**src/rtl/sd_xfer_pkg.sv**
```systemverilog
package sd_xfer_pkg;

  typedef enum logic [1:0] {
    TX_FILL  = 2'd0,
    TX_START = 2'd1,
    TX_BUF   = 2'd2
  } txSel_e;

  // Strobes from control to datapath, one set per cycle
  typedef struct packed {
    logic   loadCfg;
    logic   clrCnt;
    logic   incCnt;
    logic   clrAddr;
    logic   incAddr;
    logic   storeByte;
    txSel_e txSel;
  } dpStrobe_t;

  localparam logic [7:0] FILL_BYTE   = 8'hFF;
  localparam logic [7:0] START_TOKEN = 8'hFE;

  localparam logic [2:0] ERR_NONE      = 3'd0;
  localparam logic [2:0] ERR_HUNT_TMO  = 3'd1;
  localparam logic [2:0] ERR_CRC_REJ   = 3'd2;
  localparam logic [2:0] ERR_WR_REJ    = 3'd3;
  localparam logic [2:0] ERR_BAD_TOKEN = 3'd4;
  localparam logic [2:0] ERR_BUSY_TMO  = 3'd5;

endpackage

```
**src/rtl/sd_xfer_dp.sv**
```systemverilog
module sd_xfer_dp
  import sd_xfer_pkg::*;
#(
  parameter int BLOCK_BYTES = 512,
  parameter int REG_BYTES   = 16,
  parameter int TMO_W       = 16,
  localparam int ADDR_W     = $clog2(BLOCK_BYTES)
) (
  input  logic              clk,
  input  logic              rstN,
  input  dpStrobe_t         str,
  input  logic              regRead,
  input  logic [TMO_W-1:0]  timeoutLimit,
  input  logic [7:0]        spiRxData,
  input  logic [7:0]        bufRdData,
  output logic [7:0]        spiTxData,
  output logic [ADDR_W-1:0] bufAddr,
  output logic [7:0]        bufWrData,
  output logic              bufWrEn,
  output logic              lastByte,
  output logic              cntHit,
  output logic              cntOdd
);

  localparam logic [ADDR_W-1:0] BLK_LAST = ADDR_W'(BLOCK_BYTES - 1);
  localparam logic [ADDR_W-1:0] REG_LAST = ADDR_W'(REG_BYTES - 1);

  logic [ADDR_W-1:0] addrQ;
  logic [TMO_W-1:0]  cntQ;
  logic [TMO_W-1:0]  limitQ;
  logic              regSelQ;
  logic [TMO_W:0]    cntPlus;

  always_ff @(posedge clk or negedge rstN) begin
    if (!rstN) begin
      regSelQ <= 1'b0;
      limitQ  <= '0;
    end else if (str.loadCfg) begin
      regSelQ <= regRead;
      limitQ  <= timeoutLimit;
    end
  end

  always_ff @(posedge clk or negedge rstN) begin
    if (!rstN)            addrQ <= '0;
    else if (str.clrAddr) addrQ <= '0;
    else if (str.incAddr) addrQ <= addrQ + 1'b1;
  end

  always_ff @(posedge clk or negedge rstN) begin
    if (!rstN)           cntQ <= '0;
    else if (str.clrCnt) cntQ <= '0;
    else if (str.incCnt) cntQ <= cntQ + 1'b1;
  end

  // Byte about to be counted reaches the limit (a limit of 0 acts as 1)
  assign cntPlus  = {1'b0, cntQ} + {{TMO_W{1'b0}}, 1'b1};
  assign cntHit   = cntPlus >= {1'b0, limitQ};
  assign cntOdd   = cntQ[0];
  assign lastByte = addrQ == (regSelQ ? REG_LAST : BLK_LAST);

  always_comb begin
    case (str.txSel)
      TX_START: spiTxData = START_TOKEN;
      TX_BUF:   spiTxData = bufRdData;
      default:  spiTxData = FILL_BYTE;
    endcase
  end

  assign bufAddr   = addrQ;
  assign bufWrData = spiRxData;
  assign bufWrEn   = str.storeByte;

endmodule

```
**src/rtl/sd_xfer_ctrl.sv**
```systemverilog
module sd_xfer_ctrl
  import sd_xfer_pkg::*;
(
  input  logic       clk,
  input  logic       rstN,
  input  logic       start,
  input  logic       dirWrite,
  input  logic       spiRxValid,
  input  logic [7:0] spiRxData,
  input  logic       lastByte,
  input  logic       cntHit,
  input  logic       cntOdd,
  output dpStrobe_t  str,
  output logic       spiTxValid,
  output logic       csN,
  output logic       busy,
  output logic       done,
  output logic [2:0] errCode
);

  typedef enum logic [2:0] {
    S_IDLE, S_HUNT, S_TOKEN, S_DATA, S_CRC, S_RESP, S_BUSY, S_TAIL
  } state_e;

  state_e     stateQ, stateD;
  logic       waitingQ;
  logic       isWriteQ;
  logic [2:0] errQ, errD;
  logic       rxDone;

  assign rxDone = waitingQ && spiRxValid;

  always_comb begin
    str       = '0;
    str.txSel = TX_FILL;
    stateD    = stateQ;
    errD      = errQ;
    done      = 1'b0;
    case (stateQ)
      S_IDLE: if (start) begin
        str.loadCfg = 1'b1;
        str.clrCnt  = 1'b1;
        str.clrAddr = 1'b1;
        errD        = ERR_NONE;
        stateD      = dirWrite ? S_TOKEN : S_HUNT;
      end
      S_HUNT: if (rxDone) begin
        if (spiRxData == START_TOKEN) begin
          str.clrCnt = 1'b1;
          stateD     = S_DATA;
        end else if (cntHit) begin
          errD   = ERR_HUNT_TMO;
          stateD = S_TAIL;
        end else begin
          str.incCnt = 1'b1;
        end
      end
      S_TOKEN: begin
        str.txSel = TX_START;
        if (rxDone) stateD = S_DATA;
      end
      S_DATA: begin
        str.txSel = isWriteQ ? TX_BUF : TX_FILL;
        if (rxDone) begin
          str.storeByte = !isWriteQ;
          str.incAddr   = 1'b1;
          if (lastByte) begin
            str.clrCnt = 1'b1;
            stateD     = S_CRC;
          end
        end
      end
      S_CRC: if (rxDone) begin
        if (cntOdd) begin
          str.clrCnt = 1'b1;
          stateD     = isWriteQ ? S_RESP : S_TAIL;
        end else begin
          str.incCnt = 1'b1;
        end
      end
      S_RESP: if (rxDone) begin
        if (spiRxData[4:0] == 5'h05) begin
          stateD = S_BUSY;
        end else begin
          case (spiRxData[3:1])
            3'b101:  errD = ERR_CRC_REJ;
            3'b110:  errD = ERR_WR_REJ;
            default: errD = ERR_BAD_TOKEN;
          endcase
          stateD = S_TAIL;
        end
      end
      S_BUSY: if (rxDone) begin
        if (spiRxData != 8'h00) begin
          stateD = S_TAIL;
        end else if (cntHit) begin
          errD   = ERR_BUSY_TMO;
          stateD = S_TAIL;
        end else begin
          str.incCnt = 1'b1;
        end
      end
      S_TAIL: if (rxDone) begin
        done   = 1'b1;
        stateD = S_IDLE;
      end
      default: stateD = S_IDLE;
    endcase
  end

  assign spiTxValid = (stateQ != S_IDLE) && !waitingQ;
  assign csN        = (stateQ == S_IDLE) || (stateQ == S_TAIL);
  assign busy       = stateQ != S_IDLE;
  assign errCode    = errQ;

  always_ff @(posedge clk or negedge rstN) begin
    if (!rstN) begin
      stateQ   <= S_IDLE;
      waitingQ <= 1'b0;
      isWriteQ <= 1'b0;
      errQ     <= ERR_NONE;
    end else begin
      stateQ <= stateD;
      errQ   <= errD;
      if (spiTxValid)      waitingQ <= 1'b1;
      else if (spiRxValid) waitingQ <= 1'b0;
      if (stateQ == S_IDLE && start) isWriteQ <= dirWrite;
    end
  end

endmodule

```
**src/rtl/sd_block_xfer.sv**
```systemverilog
module sd_block_xfer
  import sd_xfer_pkg::*;
#(
  parameter int BLOCK_BYTES = 512,
  parameter int REG_BYTES   = 16,
  parameter int TMO_W       = 16,
  localparam int ADDR_W     = $clog2(BLOCK_BYTES)
) (
  input  logic              clk,
  input  logic              rstN,
  input  logic              start,
  input  logic              dirWrite,
  input  logic              regRead,
  input  logic [TMO_W-1:0]  timeoutLimit,
  output logic              spiTxValid,
  output logic [7:0]        spiTxData,
  input  logic              spiRxValid,
  input  logic [7:0]        spiRxData,
  output logic              csN,
  output logic [ADDR_W-1:0] bufAddr,
  output logic [7:0]        bufWrData,
  output logic              bufWrEn,
  input  logic [7:0]        bufRdData,
  output logic              busy,
  output logic              done,
  output logic [2:0]        errCode
);

  dpStrobe_t str;
  logic      lastByte, cntHit, cntOdd;

  sd_xfer_ctrl u_ctrl (
    .clk(clk), .rstN(rstN), .start(start), .dirWrite(dirWrite),
    .spiRxValid(spiRxValid), .spiRxData(spiRxData),
    .lastByte(lastByte), .cntHit(cntHit), .cntOdd(cntOdd),
    .str(str), .spiTxValid(spiTxValid), .csN(csN), .busy(busy),
    .done(done), .errCode(errCode)
  );

  sd_xfer_dp #(
    .BLOCK_BYTES(BLOCK_BYTES), .REG_BYTES(REG_BYTES), .TMO_W(TMO_W)
  ) u_dp (
    .clk(clk), .rstN(rstN), .str(str), .regRead(regRead),
    .timeoutLimit(timeoutLimit), .spiRxData(spiRxData), .bufRdData(bufRdData),
    .spiTxData(spiTxData), .bufAddr(bufAddr), .bufWrData(bufWrData),
    .bufWrEn(bufWrEn), .lastByte(lastByte), .cntHit(cntHit), .cntOdd(cntOdd)
  );

endmodule

```
**config.mk**
```make
export PLATFORM = sky130hd
export DESIGN_NAME = sd_block_xfer
export DESIGN_NICKNAME = d
export VERILOG_FILES = /design/src/rtl/sd_xfer_pkg.sv /design/src/rtl/sd_xfer_dp.sv /design/src/rtl/sd_xfer_ctrl.sv /design/src/rtl/sd_block_xfer.sv
export SDC_FILE = /design/constraint.sdc
export NUM_CORES = 1
export LEC_CHECK = 0
export BUFFER_PORTS_ARGS = -buffer_cell sky130_fd_sc_hd__buf_2
export CORE_MARGIN = 2
export CORE_UTILIZATION = 35
export CTS_BUF_LIST = sky130_fd_sc_hd__clkbuf_8
export DETAILED_ROUTE_END_ITERATION = 7
export SLEW_MARGIN = 20
export SYNTH_ARGS = -nofsm -noshare
export SYNTH_HDL_FRONTEND = slang
export SYNTH_SLANG_ARGS = --single-unit
```
**constraint.sdc**
```tcl
create_clock -name clk -period 7.33 [get_ports clk]
set_input_delay 1.8325 -clock clk [delete_from_list [all_inputs] [get_ports clk]]
set_output_delay 1.8325 -clock clk [all_outputs]
set_load 0.02 [all_outputs]
```
== Yosys cells after proc, flatten, opt, wreduce, memory -nomap -nowiden ==
Index checks and enable logic that the tools add are counted.
Operators by class
  reduce and logical (&&, ||, !) cells: 15
  muxes and demuxes: 59
  $add $sub $neg: 3
  magnitude comparators: 1
  equal/unequal tests: 29
Operators with widths (number)
  3-bit 2-to-1 mux: 22
  16-bit 2-to-1 mux: 2
  9-bit 2-to-1 mux: 3
  3-bit case mux with 8 select lines: 1
  10-bit AND reduction: 2
  3-bit equality test, second input constant: 6
  16-bit by 1-bit adder with 17-bit output, second input constant: 1
  17-bit by 16-bit greater-or-equal comparator with 1-bit output: 1
  1-bit 2-to-1 mux: 17
  16-bit by 1-bit adder with 16-bit output, second input constant: 1
  2-bit 2-to-1 mux: 8
  2-bit by 1-bit != test with 1-bit output, second input constant: 8
  8-bit case mux with 2 select lines: 1
  2-bit != test, second input constant: 7
  3-bit case mux with 4 select lines: 1
  9-bit by 1-bit adder with 9-bit output, second input constant: 1
  9-bit equality test: 1
  8-bit equality test, second input constant: 1
  8-bit nonzero test: 1
  3-bit by 2-bit equality test with 1-bit output, second input constant: 2
  3-bit case mux with 2 select lines: 1
  2-bit nonzero test: 3
  5-bit by 3-bit equality test with 1-bit output, second input constant: 1
  1-bit case mux with 4 select lines: 1
  other kinds (11): 14
Word-level totals
  output and inout bits: 33
  bits of input ports: 38
  register bits: 50

== Depth between registers and ports, before layout ==
Gate-level depths: netlist (run 1).
  word-level depth: 8
  depth in mapped cells: 15
  mapped depth without buffers: 13

== By module ==
From an unflattened synthesis (run 1), not the netlist that was laid out.
Second synthesis, totals
  cell total of the unflattened synthesis: 401
  area, all modules: 3434.5 sq um
Modules (own cells, without submodules)
  sd_xfer_dp: seq. area each 1051.0 sq um, cells each 303, times used 1, area each 2692.6 sq um
  sd_xfer_ctrl: seq. area each 200.2 sq um, cells each 98, times used 1, area each 742.0 sq um

== Worst setup path before layout (run 1) ==
OpenSTA, ideal clock, no wires.
  kind: input port to output port
  start: input port spiRxValid
  end: output port bufWrEn
  slack: 2949 ps
  path buffers: 0
  stages on the path: 2
  arrival time: 2548 ps
  path through: nand2_2 nor4_1
On the way
  longest elaborated chain between the ends: 3
RTL lines
  start: declaration: line sd_block_xfer.sv:17  | input logic spiRxValid,
  1-bit logical AND: line sd_xfer_ctrl.sv:31  | assign rxDone = waitingQ && spiRxValid;
  2-bit 2-to-1 mux: line sd_xfer_ctrl.sv:64  | if (rxDone) begin
  2-bit 2-to-1 mux: line sd_xfer_ctrl.sv:39  | case (stateQ)
  end: declaration: line sd_block_xfer.sv:22  | output logic bufWrEn,
Every way passes these cells.

== Final worst setup path (run 1) ==
  start: input port spiRxValid
  end: output port done
On the way
  longest elaborated chain between the ends: 3
RTL lines
  1-bit logical AND: line sd_xfer_ctrl.sv:31
  1-bit 2-to-1 mux: line sd_xfer_ctrl.sv:103  | S_TAIL: if (rxDone) begin
  1-bit 2-to-1 mux: line sd_xfer_ctrl.sv:39
  end: declaration: line sd_block_xfer.sv:25  | output logic done,
Every way passes these cells.

==> results of run 1 <==
## layer usage
layer  up-vias  part of all wire, %
met4         0                 0.62
met1      1337                   48
met2        53                   48
met5         -                    0
li1       1475                    -
met3         2                  3.8
## cell usage in the layout, fill, tap and decap left out, types with 2 or more instances in the layout
master    netlist  layout
a211oi_1        4       4
nor2_1         34      34
o21ai_0        23      23
nand3_1        13      13
nor4_1          3       3
nand2b_1        3       3
clkbuf_8        2       5
and3_1          4       4
or4_1           3       3
mux2_2          4       4
and4_1          5       5
inv_1          22      23
buf_4           8       2
buf_2           8      70
ha_1           20      20
xor2_1         11      11
or2b_2          2       2
o311ai_1        2       2
nor3_1          3       3
nand2_1        59      59
o21a_1          2       2
xnor2_1        11      11
nand4_1        10      10
a221o_1         5       5
or3_1           2       2
and3_4          2       2
dfrtp_1        50      50
nor3_4          1       2
a31oi_1         3       3
a21boi_0        3       3
and4_4          4       4
a21oi_1        22      22
a21o_1         10      10
## cell families (layout without fill, tap and decap cells)
| kind of cell | count (synthesis) | count (layout) | synth area share [%] |
|---|---|---|---|
| multiplexers | 5 | 5 | 1.606 |
| flip-flops | 50 | 50 | 36.50 |
| AO/OA/AOI/OAI | 85 | 85 | 16.24 |
| buffers and inverters | 51 | 102 | 7.810 |
| XOR/XNOR | 22 | 22 | 5.620 |
| adder cells (fa/ha/maj) | 20 | 20 | 7.299 |
| AND/OR/NAND/NOR | 162 | 162 | 24.93 |
## sequential cells by signal, indices dropped and copies added, names as in the netlist
signal / count
u_ctrl.errCode: 3
u_ctrl.isWriteQ: 1
u_ctrl.stateQ: 3
u_ctrl.waitingQ: 1
u_dp.bufAddr: 9
u_dp.cntQ: 16
u_dp.limitQ: 16
u_dp.regSelQ: 1
## area by class of cell
| class | instances | area, sq um |
|---|---|---|
| inverter | 22 | 82.58 |
| clock inverter | 3 | 17.52 |
| timing repair buffer | 72 | 365.4 |
| multi-input combinational | 294 | 1916 |
| sequential | 50 | 1251 |
| fill | 1002 | 5772 |
| tap | 133 | 166.4 |
| clock buffer | 5 | 68.82 |
## worst register-to-register path, delay by kind of cell, from the launching register on
family	cells	cell delay (ns)
AOI/OAI and AO/OA	2	0.71
xor gates and xnor gates	1	0.17
adders and majority gates	2	0.55
DFF	1	0.50
and+or+nand+nor	8	2.38
## synthesized netlist by cell type, types with 8 or more instances
master / number
a21o_1: 10
a21oi_1: 22
buf_2: 8
buf_4: 8
clkbuf_1: 8
dfrtp_1: 50
ha_1: 20
inv_1: 22
nand2_1: 59
nand3_1: 13
nand4_1: 10
nor2_1: 34
o21ai_0: 23
xnor2_1: 11
xor2_1: 11
## power by group
| group | switching [W] | total (W) | leakage, nW | internal (W) |
|---|---|---|---|---|
| sequential | 0.0000832 | 0.000439 | 0.642 | 0.000355 |
| combinational | 0.000313 | 0.000508 | 1.25 | 0.000195 |
| clock | 0.0000921 | 0.000158 | 0.0493 | 0.0000661 |
## worst paths after layout
| path | endpoint | cells past startpoint | startpoint |
|---|---|---|---|
| hold / removal | u_ctrl.errCode[2] | 1 | u_ctrl.errCode[2] |
| max in group asynchronous | u_dp.limitQ[3] | 2 | rstN |
| setup / recovery | done | 5 | spiRxValid |
| min in group asynchronous | u_dp.limitQ[8] | 2 | rstN |
| setup reg to reg | u_dp.cntQ[7] | 13 | u_dp.cntQ[0] |
| hold reg to reg | u_ctrl.errCode[2] | 1 | u_ctrl.errCode[2] |
## stage by stage
stage	hold slack (ns)	util, %
after global placement	0.5013	39.23
after detailed placement	0.4976	39.23
after global routing	0.5384	40.12
after floorplan	0.4848	-
after CTS	0.5215	40.12
final	0.5210	40.12
==> metrics, run 1 <==
top-area cell type share of the netlist area=36.50%; CP Launch Type=input port; max-cap violations=0; fin area=3867 sq um; vias per cell=4.952; synthesized area per cell=8.679 sq um; Leak Pwr=1.939 nW; Final Power=0.001105 W; Inserted Clock Buffers=5; Root Buffer=clkbuf_8; share of cells above drive strength 1=23.32%; placer congestion estimate=0.8675; crit path capture type=output pin; number of flops mapped to enable cells by yosys=0; DRT iter0 DRCs=194; VDD IR max=0.0001201 V; met3 Use GR=3.322%; Syn. warnings=0; Boundary Pins=71; Max stage delay on crit path=0.20 ns; hold buffer count at cts=0; placed insts=571; die width=103.0 microns; worst setup margin=2.859 ns; Tightest Pin Transition=1.063 ns; Post-Syn Area=3428 sq um; FF-to-FF setup slack=2.93 ns; Post-Place Setup Slack=2.863 ns; total vias in the final route=2867; chip height=103.0 microns; RSZ-0062 raised after global routing=false; Worst-path clk slew=0.09 ns; Initial Util=35.57%; dominant cell type by area after synthesis=dfrtp_1; CP dominant cell by count=buf_2; drt pass-1 iters=4; TritonCTS sink count=50; async set-reset flop share out of synthesis=100.0%; Overflow after GRT=0; GR Layer Usage met2=23.43%; antenna viol nets, final=0; diode count=0; crit-path cells=buf_2, and2_2, nand2_1, nor2_1, buf_2; Netlist cell types=62; kind of cell adding the most delay to the critical path=simple AND/OR/NAND/NOR gates; Relative slew margins=28.82%; Finished Layout Cells=579; worst path bufs/invs=2; #FFs+latches synth=50; Rows=36; placed cell areas=3781 sq um; min cycle time layout=4.471 ns; slowest cell on the critical path=nor2_1; Synth Instances=395; latest clock arrival within the worst-skew pair=0.31 ns; Most used DFF post-synth=dfrtp_1; initial antenna violation count=0; worst path arrival time=2.64 ns; endpoints failing hold=0; Final Skew=0.01418 ns; global route hottest layer=met2; pwr dens=285.7 nW/um^2; Crit Path Class=input port to output pin; Final #Nets=503; core area=9639 sq um; # port buffers=70; Worst Hold Class=flop to flop; PostCTS Resize Cnt=0; number of global-route vias before repair=2608; CTS tree=done; number of H-tree levels=2; post-synthesis net count=453; Post-route DRC=0; drt total wl=7.589 mm; Final period util=60.99%; top post-synthesis cells by area=dfrtp_1 (36%), ha_1 (7.3%), nand2_1 (6.5%); met1 Use GR=21.46%; Max Slew Vio Count=0; Post-DP HPWL=5.652 mm; status=completed; Post-CTS Repair Setup Buffers=0; Worst EP required=5.50 ns; largest net degree at the start of global routing=51; Crit Path Max Fanout=4; full die area=10600 sq um; first-pass GRT wire length=12.74 mm; WL/cell=13.11 microns; final setup vio count=0; Sum Neg Setup Slack=0 ns; sequential share of the synthesized area=36.50%; gr usage total=15.05%; Layout area overhead=12.81%; clock tree buffer depth=2; Achievable Freq=0.2237 GHz
(Power assumes the default switching activity.)
==> run 2: changes to the inputs <==
==> constraint.sdc (replaced) <==
create_clock -name clk -period 4.6 [get_ports clk]
set_input_delay 1.15 -clock clk [delete_from_list [all_inputs] [get_ports clk]]
set_output_delay 1.15 -clock clk [all_outputs]
set_load 0.02 [all_outputs]
==> run 2 against run 1 <==
  * Combinational power grew 60%
  * Clock skew is 0.0076 ns lower
  * Clock-buffer cell count did not move
  * Non-clock buffer count rose by 2
  * Clock power increased by 99%
  * Final area grew 1.0%
  * Setup slack worse by 2.0 ns
  * Die area unchanged
  * First-iteration DRC count decreased by 17%
  * Highest routed layer unchanged
==> metrics, run 2 (synthesized netlist as in run 1, its figures left out) <==
crit path capture type=flop; Comb power frac=44.5%; Initial Util=35.57%; part of the power in registers=38.3%; vias per cell=5.052; Inserted Clock Buffers=5; WL/cell=13.23 microns; TritonCTS sink count=50; PostCTS Resize Cnt=0; Overflow after GRT=0; Max Slew Vio Count=0; initial antenna violation count=0; commonest non-fill, non-tap cell in the layout=buf_2; final setup vio count=0; Rows=36; Final Power=0.001823 W; core area=9639 sq um; Crit Path Class=flop to flop; chip height=103.0 microns; first-pass GRT wire length=12.75 mm; Achievable Freq=0.2671 GHz; Root Buffer=clkbuf_8; Post-CTS Repair Setup Buffers=0; # port buffers=70; drt pass-1 iters=4; RSZ-0062 raised after global routing=false; Leak Pwr=1.955 nW; post-layout util=40.52%; switching power=0.0007828 W; Worst EP required=4.79 ns; full die area=10600 sq um; Final Skew=0.006563 ns; Sum Neg Setup Slack=0 ns; Post-DP HPWL=5.664 mm; clock share of power=17.2%; Crit Path Max Fanout=14; Sw Ratio=42.95%; max-cap violations=0; Relative slew margins=26.38%; latest clock arrival within the worst-skew pair=0.30 ns; CTS tree=done; Final #Nets=505; total vias in the final route=2935; Worst Hold Class=flop to flop; die width=103.0 microns; Worst-path clk slew=0.10 ns; drt total wl=7.689 mm; Post-route DRC=0; number of H-tree levels=2; antenna viol nets, final=0; Final period util=81.39%; Layout area overhead=13.94%; status=completed; CP Launch Type=flop; Tightest Pin Transition=1.099 ns; gr usage total=14.84%; diode count=0; cell-internal power=0.001040 W; Fillers=1009; VDD IR max=0.0001771 V; DRT iter0 DRCs=161; endpoints failing hold=0; most frequent cells in the layout=buf_2 (70), nand2_1 (59), dfrtp_1 (50); min cycle time layout=3.744 ns; clock tree buffer depth=2; share of cells above drive strength 1=23.66%; Boundary Pins=71; placer congestion estimate=0.8914; number of global-route vias before repair=2768; worst path arrival time=3.93 ns; hold_ws=0.5201 ns; hold buffer count at cts=0; largest net degree at the start of global routing=45; pwr dens=466.6 nW/um^2
-- run 2: cell count changes in the layout (fill, tap and decap cells not counted), sizes merged --
cell,before,now
clkinvlp,0,1
buf,72,74
clkinv,2,0
bufinv,0,1
-- run 2: per-stage QoR --
stage	worst slack [ns]	std cells	cell area (sq um)
2_1_floorplan	1.381	395	3428
3_3_place_gp	1.048	573	3796
3_5_place_dp	0.9226	573	3796
4_1_cts	0.8866	581	3906
5_1_grt	0.5921	581	3906
6_report	0.8560	581	3906
-- run 2: layout make-up --
cell class	instances	area [sq um]	area share, %
clock buffer	5	68.82	1.762
multi-input combinational	294	1916	49.04
sequential	50	1251	32.03
tap	133	166.4	4.260
clock inverter	3	41.29	1.057
inverter	22	82.58	2.114
timing repair buffer	74	380.4	9.737
-- run 2: per-layer routing --
metal | track usage, % | wire length, microns | up-vias
met4 | 4.251 | 112 | 0
met1 | 20.13 | 3683 | 1390
li1 | - | - | 1476
met2 | 24.53 | 3617 | 57
met5 | 0 | 0 | -
met3 | 2.373 | 276 | 12
-- run 2: power groups by stage --
stage / registers, W / clock network (W) / logic [W]
2_1_floorplan: 0.000662 / 0 / 0.000649
3_3_place_gp: 0.000703 / 0 / 0.000798
3_5_place_dp: 0.000706 / 0 / 0.000814
4_1_cts: 0.000696 / 0.000325 / 0.000819
5_1_grt: 0.000717 / 0.000339 / 0.000913
6_report: 0.000697 / 0.000314 / 0.000812
-- run 2: final timing paths --
check / from / cells after the start / end / slack [ns]
setup reg to reg: u_dp.cntQ[0] / 13 / u_dp.cntQ[8] / 0.86
setup / recovery: u_dp.cntQ[0] / 13 / u_dp.cntQ[8] / 0.86
hold reg to reg: u_ctrl.errCode[2] / 1 / u_ctrl.errCode[2] / 0.52
hold / removal: u_ctrl.errCode[2] / 1 / u_ctrl.errCode[2] / 0.52
min in group asynchronous: rstN / 1 / u_dp.limitQ[9] / 0.66
max in group asynchronous: rstN / 2 / u_dp.cntQ[0] / 3.15
-- run 2: critical path, cell delays in order (launching register included) --
cell	delay [ns]
dfrtp_1	0.50
ha_1	0.25
and3_4	0.20
and3_1	0.22
and3_1	0.19
nand4_1	0.11
xnor2_1	0.17
ha_1	0.30
nand3_1	0.10
nor3_1	0.39
o311ai_1	0.23
nand4_1	0.15
nand2_1	0.34
a221o_1	0.48
==> run 3: changes to the inputs <==
==> constraint.sdc (replaced) <==
create_clock -name clk -period 3.3 [get_ports clk]
set_input_delay 0.825 -clock clk [delete_from_list [all_inputs] [get_ports clk]]
set_output_delay 0.825 -clock clk [all_outputs]
set_load 0.02 [all_outputs]
==> run 3 against run 2 <==
  * Critical path depth is 1 higher
  * Register-to-register slack worse by 0.74 ns
  * Clock-buffer cell count stayed put
  * Highest routed layer unchanged
  * Largest cell class unchanged
  * Worst hold slack worse by 0.092 ns
  * Non-clock buffer count is 24 higher
  * Sequential power is 32% higher
  * Sequential share of layout area is 2.3 points lower
  * Clock power is 39% higher
==> metrics, run 3 (synthesized netlist as in run 1, its figures left out) <==
status=completed; Post-DP HPWL=6.065 mm; Final period util=96.52%; die width=103.0 microns; commonest non-fill, non-tap cell in the layout=buf_2; Boundary Pins=71; Worst-path clk slew=0.10 ns; gr usage total=16.02%; Layout area overhead=22.55%; most frequent cells in the layout=buf_2 (70), nand2_1 (57), dfrtp_1 (50); Achievable Freq=0.3139 GHz; total vias in the final route=3074; Final Power=0.002675 W; first-pass GRT wire length=13.51 mm; placer congestion estimate=0.8731; Crit Path Class=flop to flop; vias per cell=5.081; largest net degree at the start of global routing=34; core area=9639 sq um; WL/cell=13.94 microns; TritonCTS sink count=50; CTS tree=done; Final #Nets=529; kind of cell adding the most delay to the critical path=simple AND/OR/NAND/NOR gates; Tightest Pin Transition=0.6778 ns; final setup vio count=0; crit path capture type=flop; placed insts=588; Relative slew margins=54.67%; Max Slew Vio Count=0; number of H-tree levels=2; VDD IR max=0.0003674 V; chip height=103.0 microns; Fillers=1003; DRT iter0 DRCs=216; Final Skew=0.01555 ns; min cycle time layout=3.185 ns; worst path bufs/invs=2; antenna viol nets, final=0; drt pass-1 iters=4; Rows=36; Leak Pwr=2.100 nW; share of cells above drive strength 1=30.72%; fin area=4202 sq um; worst setup margin=0.1147 ns; clock tree buffer depth=2; diode count=0; Sum Neg Setup Slack=0 ns; Finished Layout Cells=605; Post-route DRC=0; Overflow after GRT=0; hold buffer count at cts=0; initial antenna violation count=0; Root Buffer=clkbuf_8; # port buffers=70; Worst EP required=3.49 ns; endpoints failing hold=0; slowest cell on the critical path=or3_4; Worst Hold Class=input port to asynchronous set/reset pin; Inserted Clock Buffers=5; drt total wl=8.432 mm; full die area=10600 sq um; max-cap violations=0; number of global-route vias before repair=2812; Initial Util=35.57%; pwr dens=636.8 nW/um^2; Crit Path Max Fanout=4; CP Launch Type=flop; crit-path cells=buf_4, and4_1, nand3_1, or3_4, nor2_4, xor2_2, ha_1, nand3_2, nor3_4, o311ai_2, buf_4, nand3_1, o21ba_2, mux2_2; latest clock arrival within the worst-skew pair=0.31 ns; Max stage delay on crit path=0.45 ns; Post-Place Setup Slack=-0.01583 ns; worst path arrival time=3.38 ns; placed cell areas=3909 sq um
run 3: cell types whose count changed in the layout (fill, tap and decap cells not counted), sizes merged:
| cell | change |
|---|---|
| buf | +24 |
run 3: final timing paths:
path / startpoint / slack (ns) / cells after the start / to
max: u_dp.cntQ[1] / 0.11 / 14 / u_ctrl.errCode[2]
min: rstN / 0.43 / 1 / u_dp.limitQ[8]
max reg2reg: u_dp.cntQ[1] / 0.11 / 14 / u_ctrl.errCode[2]
min reg2reg: u_ctrl.errCode[2] / 0.53 / 1 / u_ctrl.errCode[2]
max in group asynchronous: rstN / 2.06 / 2 / u_dp.limitQ[2]
min in group clk: u_ctrl.errCode[2] / 0.53 / 1 / u_ctrl.errCode[2]
run 3: routing by layer:
metal | wire length, microns | share of wire (%) | GRT usage, %
met1 | 3951 | 47 | 21.24
met2 | 4086 | 48 | 27.22
met3 | 281 | 3.3 | 2.237
met4 | 112 | 1.3 | 4.757
met5 | 0 | 0 | 0
run 3: power by group:
group	internal (W)	leakage (nW)	switching [W]	total (W)
Sequential	0.000791	0.642	0.000130	0.000921
Clock	0.000223	0.0556	0.000211	0.000435
Combinational	0.000514	1.40	0.000806	0.00132
Total	0.00153	2.10	0.00115	0.00268
run 3: what timing repair did:
action	CTS	global route
gates resized for setup	2	21
setup buffers	0	8
pin swaps	0	14
setup endpoints to repair	12	18
hold endpoints to repair	0	0
gates cloned	0	1
run 3: stage by stage:
stage          util [%]  hold slack [ns]
6_report          43.59           0.4279
5_1_grt           43.59           0.4509
4_1_cts           41.82           0.4461
3_5_place_dp      40.55           0.5064
3_3_place_gp      40.55           0.5054
2_1_floorplan         -           0.4848
run 3: final cells by class:
type | count | area [sq um] | share of cell area [%]
multi-input cells | 294 | 2007 | 47.77
repair buffers | 98 | 584.3 | 13.91
clock buffers | 5 | 68.82 | 1.638
flip-flops and latches | 50 | 1251 | 29.78
well taps | 133 | 166.4 | 3.961
clock inverters | 3 | 41.29 | 0.9827
inverters | 22 | 82.58 | 1.965
